==> config.mk <==
export PLATFORM = sky130hd
export DESIGN_NAME = dual_irq_ctrl
export DESIGN_NICKNAME = d
export VERILOG_FILES = /design/src/rtl/irq_pkg.sv /design/src/rtl/irq_rise_det.sv /design/src/rtl/irq_prio_pick.sv /design/src/rtl/irq_bank.sv /design/src/rtl/dual_irq_ctrl.sv
export SDC_FILE = /design/constraint.sdc
export NUM_CORES = 1
export LEC_CHECK = 0
export ABC_AREA = 1
export BUFFER_PORTS_ARGS = -buffer_cell sky130_fd_sc_hd__buf_2
export CAP_MARGIN = 10
export CORE_ASPECT_RATIO = 1.75
export CORE_MARGIN = 5
export CORE_UTILIZATION = 25
export CTS_CLUSTER_DIAMETER = 60
export DETAILED_ROUTE_END_ITERATION = 10
export HOLD_SLACK_MARGIN = 0.12
export PLACE_DENSITY = 0.4
export RECOVER_POWER = 100
export SYNTH_ARGS = -nofsm -noshare
export SYNTH_HDL_FRONTEND = slang
export SYNTH_HIERARCHICAL = 1
export SYNTH_SLANG_ARGS = --single-unit
==> constraint.sdc <==
create_clock -name clk -period 4.35 [get_ports clk]
set_clock_uncertainty 0.05 [all_clocks]
set_input_delay 0.87 -clock clk [delete_from_list [all_inputs] [get_ports clk]]
set_output_delay 0.87 -clock clk [all_outputs]
set_load 0.05 [all_outputs]
==> src/rtl/irq_pkg.sv <==
package irq_pkg;
  // Register port operation codes.
  typedef enum logic [1:0] {
    OP_MASK = 2'd0,
    OP_BASE = 2'd1,
    OP_EOI  = 2'd2,
    OP_ROT  = 2'd3
  } irq_op_e;
endpackage

==> src/rtl/irq_rise_det.sv <==
module irq_rise_det #(
  parameter int W = 16
) (
  input  logic         clk,
  input  logic         rst,
  input  logic [W-1:0] lvl,
  output logic [W-1:0] rise
);
  logic [W-1:0] lvl_q;

  always_ff @(posedge clk) begin
    if (rst) lvl_q <= '0;
    else     lvl_q <= lvl;
  end

  assign rise = lvl & ~lvl_q;
endmodule

==> src/rtl/irq_prio_pick.sv <==
// Rotating-priority resolver: rank of line i is (i - offs) mod N, rank 0 wins.
module irq_prio_pick #(
  parameter int N  = 8,
  localparam int LW = $clog2(N)
) (
  input  logic [N-1:0]  pend,
  input  logic [N-1:0]  isr,
  input  logic [LW-1:0] offs,
  output logic          pick_valid,
  output logic [LW-1:0] pick_line,
  output logic          top_any,
  output logic [LW-1:0] top_line
);
  logic [N-1:0]  rpend, risr;
  logic          p_hit, i_hit;
  logic [LW-1:0] p_rank, i_rank;

  // Rotate both vectors into rank order.
  always_comb begin
    rpend = '0;
    risr  = '0;
    for (int r = 0; r < N; r++) begin
      rpend[r] = pend[LW'(r) + offs];
      risr[r]  = isr[LW'(r) + offs];
    end
  end

  // Lowest rank set wins.
  always_comb begin
    p_hit  = 1'b0;
    p_rank = '0;
    for (int r = N - 1; r >= 0; r--) begin
      if (rpend[r]) begin
        p_hit  = 1'b1;
        p_rank = LW'(r);
      end
    end
  end

  always_comb begin
    i_hit  = 1'b0;
    i_rank = '0;
    for (int r = N - 1; r >= 0; r--) begin
      if (risr[r]) begin
        i_hit  = 1'b1;
        i_rank = LW'(r);
      end
    end
  end

  assign pick_valid = p_hit && (!i_hit || (p_rank < i_rank));
  assign pick_line  = p_rank + offs;
  assign top_any    = i_hit;
  assign top_line   = i_rank + offs;
endmodule

==> src/rtl/irq_bank.sv <==
module irq_bank import irq_pkg::*; #(
  parameter int            N          = 8,
  parameter int            VW         = 8,
  parameter logic [N-1:0]  LEVEL_MASK = '0,
  parameter logic [VW-1:0] BASE_RST   = 8'h08,
  localparam int           LW         = $clog2(N)
) (
  input  logic             clk,
  input  logic             rst,
  input  logic [N-1:0]     line_in,
  input  logic             wr_en,
  input  irq_op_e          wr_op,
  input  logic [VW-1:0]    wr_data,
  input  logic             ack_en,
  output logic             pick_valid,
  output logic [LW-1:0]    pick_line,
  output logic [VW-LW-1:0] base_q
);
  logic [N-1:0]  irr, imr, isr;
  logic [N-1:0]  irr_nx, ack_mask, eoi_mask;
  logic [LW-1:0] offs;
  logic          top_any;
  logic [LW-1:0] top_line;
  logic          ack_hit, eoi_go;

  irq_prio_pick #(.N(N)) u_pick (
    .pend       (irr & ~imr),
    .isr        (isr),
    .offs       (offs),
    .pick_valid (pick_valid),
    .pick_line  (pick_line),
    .top_any    (top_any),
    .top_line   (top_line)
  );

  assign ack_hit = ack_en && pick_valid;
  assign eoi_go  = wr_en && (wr_op == OP_EOI) && top_any;

  always_comb begin
    ack_mask = '0;
    eoi_mask = '0;
    if (ack_hit) ack_mask[pick_line] = 1'b1;
    if (eoi_go)  eoi_mask[top_line]  = 1'b1;
  end

  // Level lines follow their input (cleared by ack); edge lines latch.
  always_comb begin
    for (int i = 0; i < N; i++) begin
      if (LEVEL_MASK[i]) irr_nx[i] = ack_mask[i] ? 1'b0 : line_in[i];
      else               irr_nx[i] = (irr[i] & ~ack_mask[i]) | line_in[i];
    end
  end

  always_ff @(posedge clk) begin
    if (rst) begin
      irr    <= '0;
      isr    <= '0;
      imr    <= '1;
      offs   <= '0;
      base_q <= BASE_RST[VW-1:LW];
    end else begin
      irr <= irr_nx;
      isr <= (isr & ~eoi_mask) | ack_mask;
      if (wr_en) begin
        case (wr_op)
          OP_MASK: imr    <= wr_data[N-1:0];
          OP_BASE: base_q <= wr_data[VW-1:LW];
          OP_ROT:  offs   <= wr_data[LW-1:0];
          default: ;
        endcase
      end
    end
  end

  // resolver never selects a masked line
  p_pick_unmasked_r3: assert property (@(posedge clk) disable iff (rst)
    pick_valid |-> !imr[pick_line]);

  // an acknowledged line is in service on the next cycle
  p_ack_sets_isr_r6: assert property (@(posedge clk) disable iff (rst)
    ack_hit |=> isr[$past(pick_line)]);

  // a lone end-of-interrupt removes exactly one in-service bit
  p_eoi_single_r12: assert property (@(posedge clk) disable iff (rst)
    (eoi_go && !ack_hit) |=> ($countones(isr) == $past($countones(isr)) - 1));
endmodule

==> src/rtl/dual_irq_ctrl.sv <==
module dual_irq_ctrl import irq_pkg::*; #(
  parameter int            LINES        = 8,
  parameter int            VW           = 8,
  parameter int            CASC_LINE    = 2,
  parameter logic [VW-1:0] PRI_BASE_RST = 8'h08,
  parameter logic [VW-1:0] SEC_BASE_RST = 8'h70
) (
  input  logic               clk,
  input  logic               rst,
  input  logic [2*LINES-1:0] req_in,
  input  logic               wr_en,
  input  logic               wr_sel,
  input  logic [1:0]         wr_op,
  input  logic [VW-1:0]      wr_data,
  input  logic               ack,
  output logic               cpu_irq,
  output logic               vec_valid,
  output logic [VW-1:0]      vec_out
);
  localparam int             LW   = $clog2(LINES);
  localparam logic [LW-1:0]  SPUR = '1;
  localparam logic [LW-1:0]  CL   = LW'(CASC_LINE);
  localparam logic [LINES-1:0] LVL0 = LINES'(1) << CASC_LINE;

  logic [2*LINES-1:0] rise;
  logic [LINES-1:0]   bank_in [2];
  logic               bank_ack[2];
  logic               pv      [2];
  logic [LW-1:0]      pl      [2];
  logic [VW-LW-1:0]   bq      [2];

  irq_rise_det #(.W(2*LINES)) u_rise (
    .clk  (clk),
    .rst  (rst),
    .lvl  (req_in),
    .rise (rise)
  );

  // Primary cascade input is driven by the secondary resolver, not a pin.
  always_comb begin
    bank_in[0]     = rise[LINES-1:0];
    bank_in[0][CL] = pv[1];
    bank_in[1]     = rise[2*LINES-1:LINES];
  end

  assign bank_ack[0] = ack;
  assign bank_ack[1] = ack && pv[0] && (pl[0] == CL);

  for (genvar g = 0; g < 2; g++) begin : g_bank
    irq_bank #(
      .N          (LINES),
      .VW         (VW),
      .LEVEL_MASK ((g == 0) ? LVL0 : '0),
      .BASE_RST   ((g == 0) ? PRI_BASE_RST : SEC_BASE_RST)
    ) u_bank (
      .clk        (clk),
      .rst        (rst),
      .line_in    (bank_in[g]),
      .wr_en      (wr_en && (wr_sel == 1'(g))),
      .wr_op      (irq_op_e'(wr_op)),
      .wr_data    (wr_data),
      .ack_en     (bank_ack[g]),
      .pick_valid (pv[g]),
      .pick_line  (pl[g]),
      .base_q     (bq[g])
    );
  end

  always_ff @(posedge clk) begin
    if (rst) begin
      cpu_irq   <= 1'b0;
      vec_valid <= 1'b0;
      vec_out   <= '0;
    end else begin
      cpu_irq   <= pv[0];
      vec_valid <= ack;
      if (ack) begin
        if (!pv[0])         vec_out <= {bq[0], SPUR};
        else if (pl[0] != CL) vec_out <= {bq[0], pl[0]};
        else if (pv[1])     vec_out <= {bq[1], pl[1]};
        else                vec_out <= {bq[1], SPUR};
      end
    end
  end

  // vector valid is a one-cycle echo of ack
  p_vec_pulse_r7: assert property (@(posedge clk) disable iff (rst)
    ack |=> vec_valid);
  p_vec_idle_r7: assert property (@(posedge clk) disable iff (rst)
    !ack |=> !vec_valid);

  // nothing resolvable on the primary gives the line-7 code
  p_spur_pri_r9: assert property (@(posedge clk) disable iff (rst)
    (ack && !pv[0]) |=> (vec_out[LW-1:0] == SPUR));

  // cascade won but secondary empty gives secondary base plus 7
  p_spur_sec_r10: assert property (@(posedge clk) disable iff (rst)
    (ack && pv[0] && (pl[0] == CL) && !pv[1]) |=> (vec_out == {$past(bq[1]), SPUR}));

  // primary cascade line cannot win once the secondary went idle
  p_casc_clear_r11: assert property (@(posedge clk) disable iff (rst)
    !pv[1] |=> !(pv[0] && (pl[0] == CL)));
endmodule

==> flow_summary_export.csv <==
group,metric,value,unit
timing,setup_violations,0,
yosys,ys_warn_count,6,
drt,wl_met3,311,um
clock_network,clock-sinks,89,
worst_setup_path,arrival,4.16,ns
worst_setup_path,cp-end-kind,"register",
yosys,netlist_instances,940,
drt,antenna_left,0,
timing,rsz0062_at_grt,"no",
global_route,grt_pass1_vias,5816,
min_path,worstHoldStart,"g_bank[0].u_bank/imr[6]$_SDFFE_PP1P_",
clock_network,cts_resized,0,
floorplan,core_area,23800,um2
cells_and_area,fillers,2762,
min_path,hold_end,"g_bank[0].u_bank/imr[6]$_SDFFE_PP1P_",
power,vdd.ir_drop.worst,0.198,mV
timing,maxSlewViolCount,0,
floorplan,die_h,215,um
timing,slew_headroom,37.6,%
clock_network,cts_hold_buffers,0,
worst_setup_path,r2r_setup_slack,0.37,ns
power,p_leak,3.11,nW
yosys,syn_nets,985,
clock_network,clk_pin_slew,0.07,ns
timing,final-hold-violation-count,0,
drt,met1_length,6850,um
cells_and_area,area_growth,11.1,%
run,cap_violations,0,
drt,vias,5745,
drt,route.detailed.drc,0,
cells_and_area,fin_nets,1024,
drt,drt-pass1-iter-count,4,
cells_and_area,diodes,0,
placed_design,pre_cts_ws,0.352,ns
worst_setup_path,startpoint_type,"register",
drt,routed_via_density,4.45,
worst_setup_path,crit_fanout,17,
global_route,antenna_found_initial,0,
floorplan,fp.dieW,127,um
placed_design,io_buffers,39,
timing,min_period_over_period,91.4,%
placed_design,post_dp_cell_area,6420,um2
clock_network,cts_setup_buffers,0,
drt,drtIter0Drc,250,
global_route,grt_pass1_wl,30800,um
clock_network,clk_latency,0.35,ns
timing,min_period,3.98,ns
drt,route.met2.wl,11300,um
outcome,status,"finished, final reports clean",
timing,fmax,0.251,GHz
floorplan,fp.dieArea,27300,um2
clock_network,cts_tree,"done",
timing,tightest_slew,0.937,ns
worst_setup_path,r2r_cells,22,
clock_network,root_buffer,"clkbuf_16",
global_route,grt_usage,14.6,%
floorplan,fp-row-count,75,
timing,tns,0,ns
clock_network,htreeDepth,3,
global_route,grt-ovfl-total,0,
floorplan,ios,41,
drt,drt-total-wl,19400,um
cells_and_area,post-route-util,27.9,%
min_path,worstHoldPathCells,2,
yosys,syn_area,5990,um2
drt,wl_per_cell,15.0,um
worst_setup_path,crit_required,4.54,ns
timing,setup_ws,0.372,ns
worst_setup_path,critical_path_class,"reg2reg",
cells_and_area,drive_gt1_share,14.9,%
min_path,hold_class,"reg2reg",
power,p_per_area,388,nW/um2
clock_network,numCtsBuffers,9,
yosys,avgSynthCellArea,6.37,um2
cells_and_area,final_area,6650,um2
placed_design,gp_congestion,0.807,
clock_network,clock_path_buffers,2,
placed_design,hpwl,16100,um
global_route,grt_start_max_net_pins,39,
worst_setup_path,reg2reg_from,"g_bank[0].u_bank/offs[0]$_SDFFE_PP0P_",
floorplan,start_util,25.1,%
drt,dr.max_layer_used,"met4",
worst_setup_path,r2r-end,"g_bank[1].u_bank/irr[5]$_SDFF_PP0_",
-- cells in the final DEF, fill, tap and decap left out, types with 4 or more instances in the layout --
cell         n
o21ai_1      8
clkinv_1     5
xor2_1      10
clkinv_4     4
buf_2       27
dfxtp_1     89
ha_1        12
nand4_1      7
inv_1       95
clkbuf_1    14
inv_6        4
nand2_2     21
o21a_1       4
o21bai_1     4
clkbuf_16    9
nor2_1     119
inv_2       24
o21ai_0     14
nand3_1    124
nor2_2      14
a21oi_1     39
buf_4       12
xnor2_2      4
nand3_2     12
nand2_1    283
-- how the worst max path moves through the flow --
stage / startpoint / endpoint / depth (start not counted)
after floorplan: g_bank[0].u_bank/offs[0]$_SDFFE_PP0P_ / g_bank[1].u_bank/irr[1]$_SDFF_PP0_ / 26
after global placement: g_bank[0].u_bank/offs[0]$_SDFFE_PP0P_ / g_bank[1].u_bank/irr[5]$_SDFF_PP0_ / 22
after detailed placement: g_bank[0].u_bank/offs[0]$_SDFFE_PP0P_ / g_bank[1].u_bank/irr[5]$_SDFF_PP0_ / 22
after CTS: g_bank[0].u_bank/offs[0]$_SDFFE_PP0P_ / g_bank[1].u_bank/irr[5]$_SDFF_PP0_ / 22
after global routing: g_bank[0].u_bank/offs[0]$_SDFFE_PP0P_ / g_bank[1].u_bank/irr[5]$_SDFF_PP0_ / 22
final: g_bank[0].u_bank/offs[0]$_SDFFE_PP0P_ / g_bank[1].u_bank/irr[5]$_SDFF_PP0_ / 22
-- critical path, stage by stage, from the launching register on --
cell and delay (ns):
dfxtp_1 0.40, inv_6 0.11, ha_1 0.46, inv_2 0.20, nand3_1 0.12, nand3_1 0.10
o21a_2 0.16, nand2_1 0.07, nor3_1 0.29, o31ai_2 0.18, ha_1 0.32, inv_1 0.08
o21bai_1 0.07, inv_1 0.05, nand2_1 0.06, a21oi_2 0.18, nand2_1 0.12, nor2_1 0.14
nand2_1 0.08, nor2_1 0.29, nand2_1 0.15, a21oi_1 0.15, nor2_1 0.05
-- state kept, by name (all words and copies together), names as in the netlist --
| signal | count |
|---|---|
| vec_out | 8 |
| cpu_irq | 1 |
| g_bank.u_bank/irr | 16 |
| u_rise/lvl_q | 15 |
| g_bank.u_bank/offs | 6 |
| g_bank.u_bank/isr | 16 |
| g_bank.u_bank/imr | 16 |
| g_bank.u_bank/base_q | 10 |
| vec_valid | 1 |
-- power by group --
group          leakage, nW  internal, mW  switching, mW
sequential           0.732         0.869         0.0338
combinational         2.24         0.274          0.628
clock                0.142         0.400          0.373
-- per-stage QoR --
stage	instances	total power [mW]	hold WS (ns)
finish	1292	2.58	0.410
global route	1292	2.76	0.430
CTS	1292	2.65	0.411
detailed placement	1276	1.86	0.393
global placement	1276	1.86	0.391
floorplan	940	1.60	0.379
-- metal layers --
metal	up-vias	track usage (%)
met3	32	1.66
met1	2607	13.7
met5	-	0
met4	0	7.30
li1	3028	-
met2	78	29.8
-- final cells by class --
class / count / area [um2] / area share, %
clock buffers: 9 / 225 / 3.39
clock inverters: 7 / 63.8 / 0.960
inverters: 127 / 489 / 7.36
multi-input cells: 699 / 3430 / 51.5
flip-flops and latches: 89 / 1780 / 26.8
well taps: 308 / 385 / 5.80
repair buffers: 53 / 278 / 4.18
(Power assumes the default switching activity.)
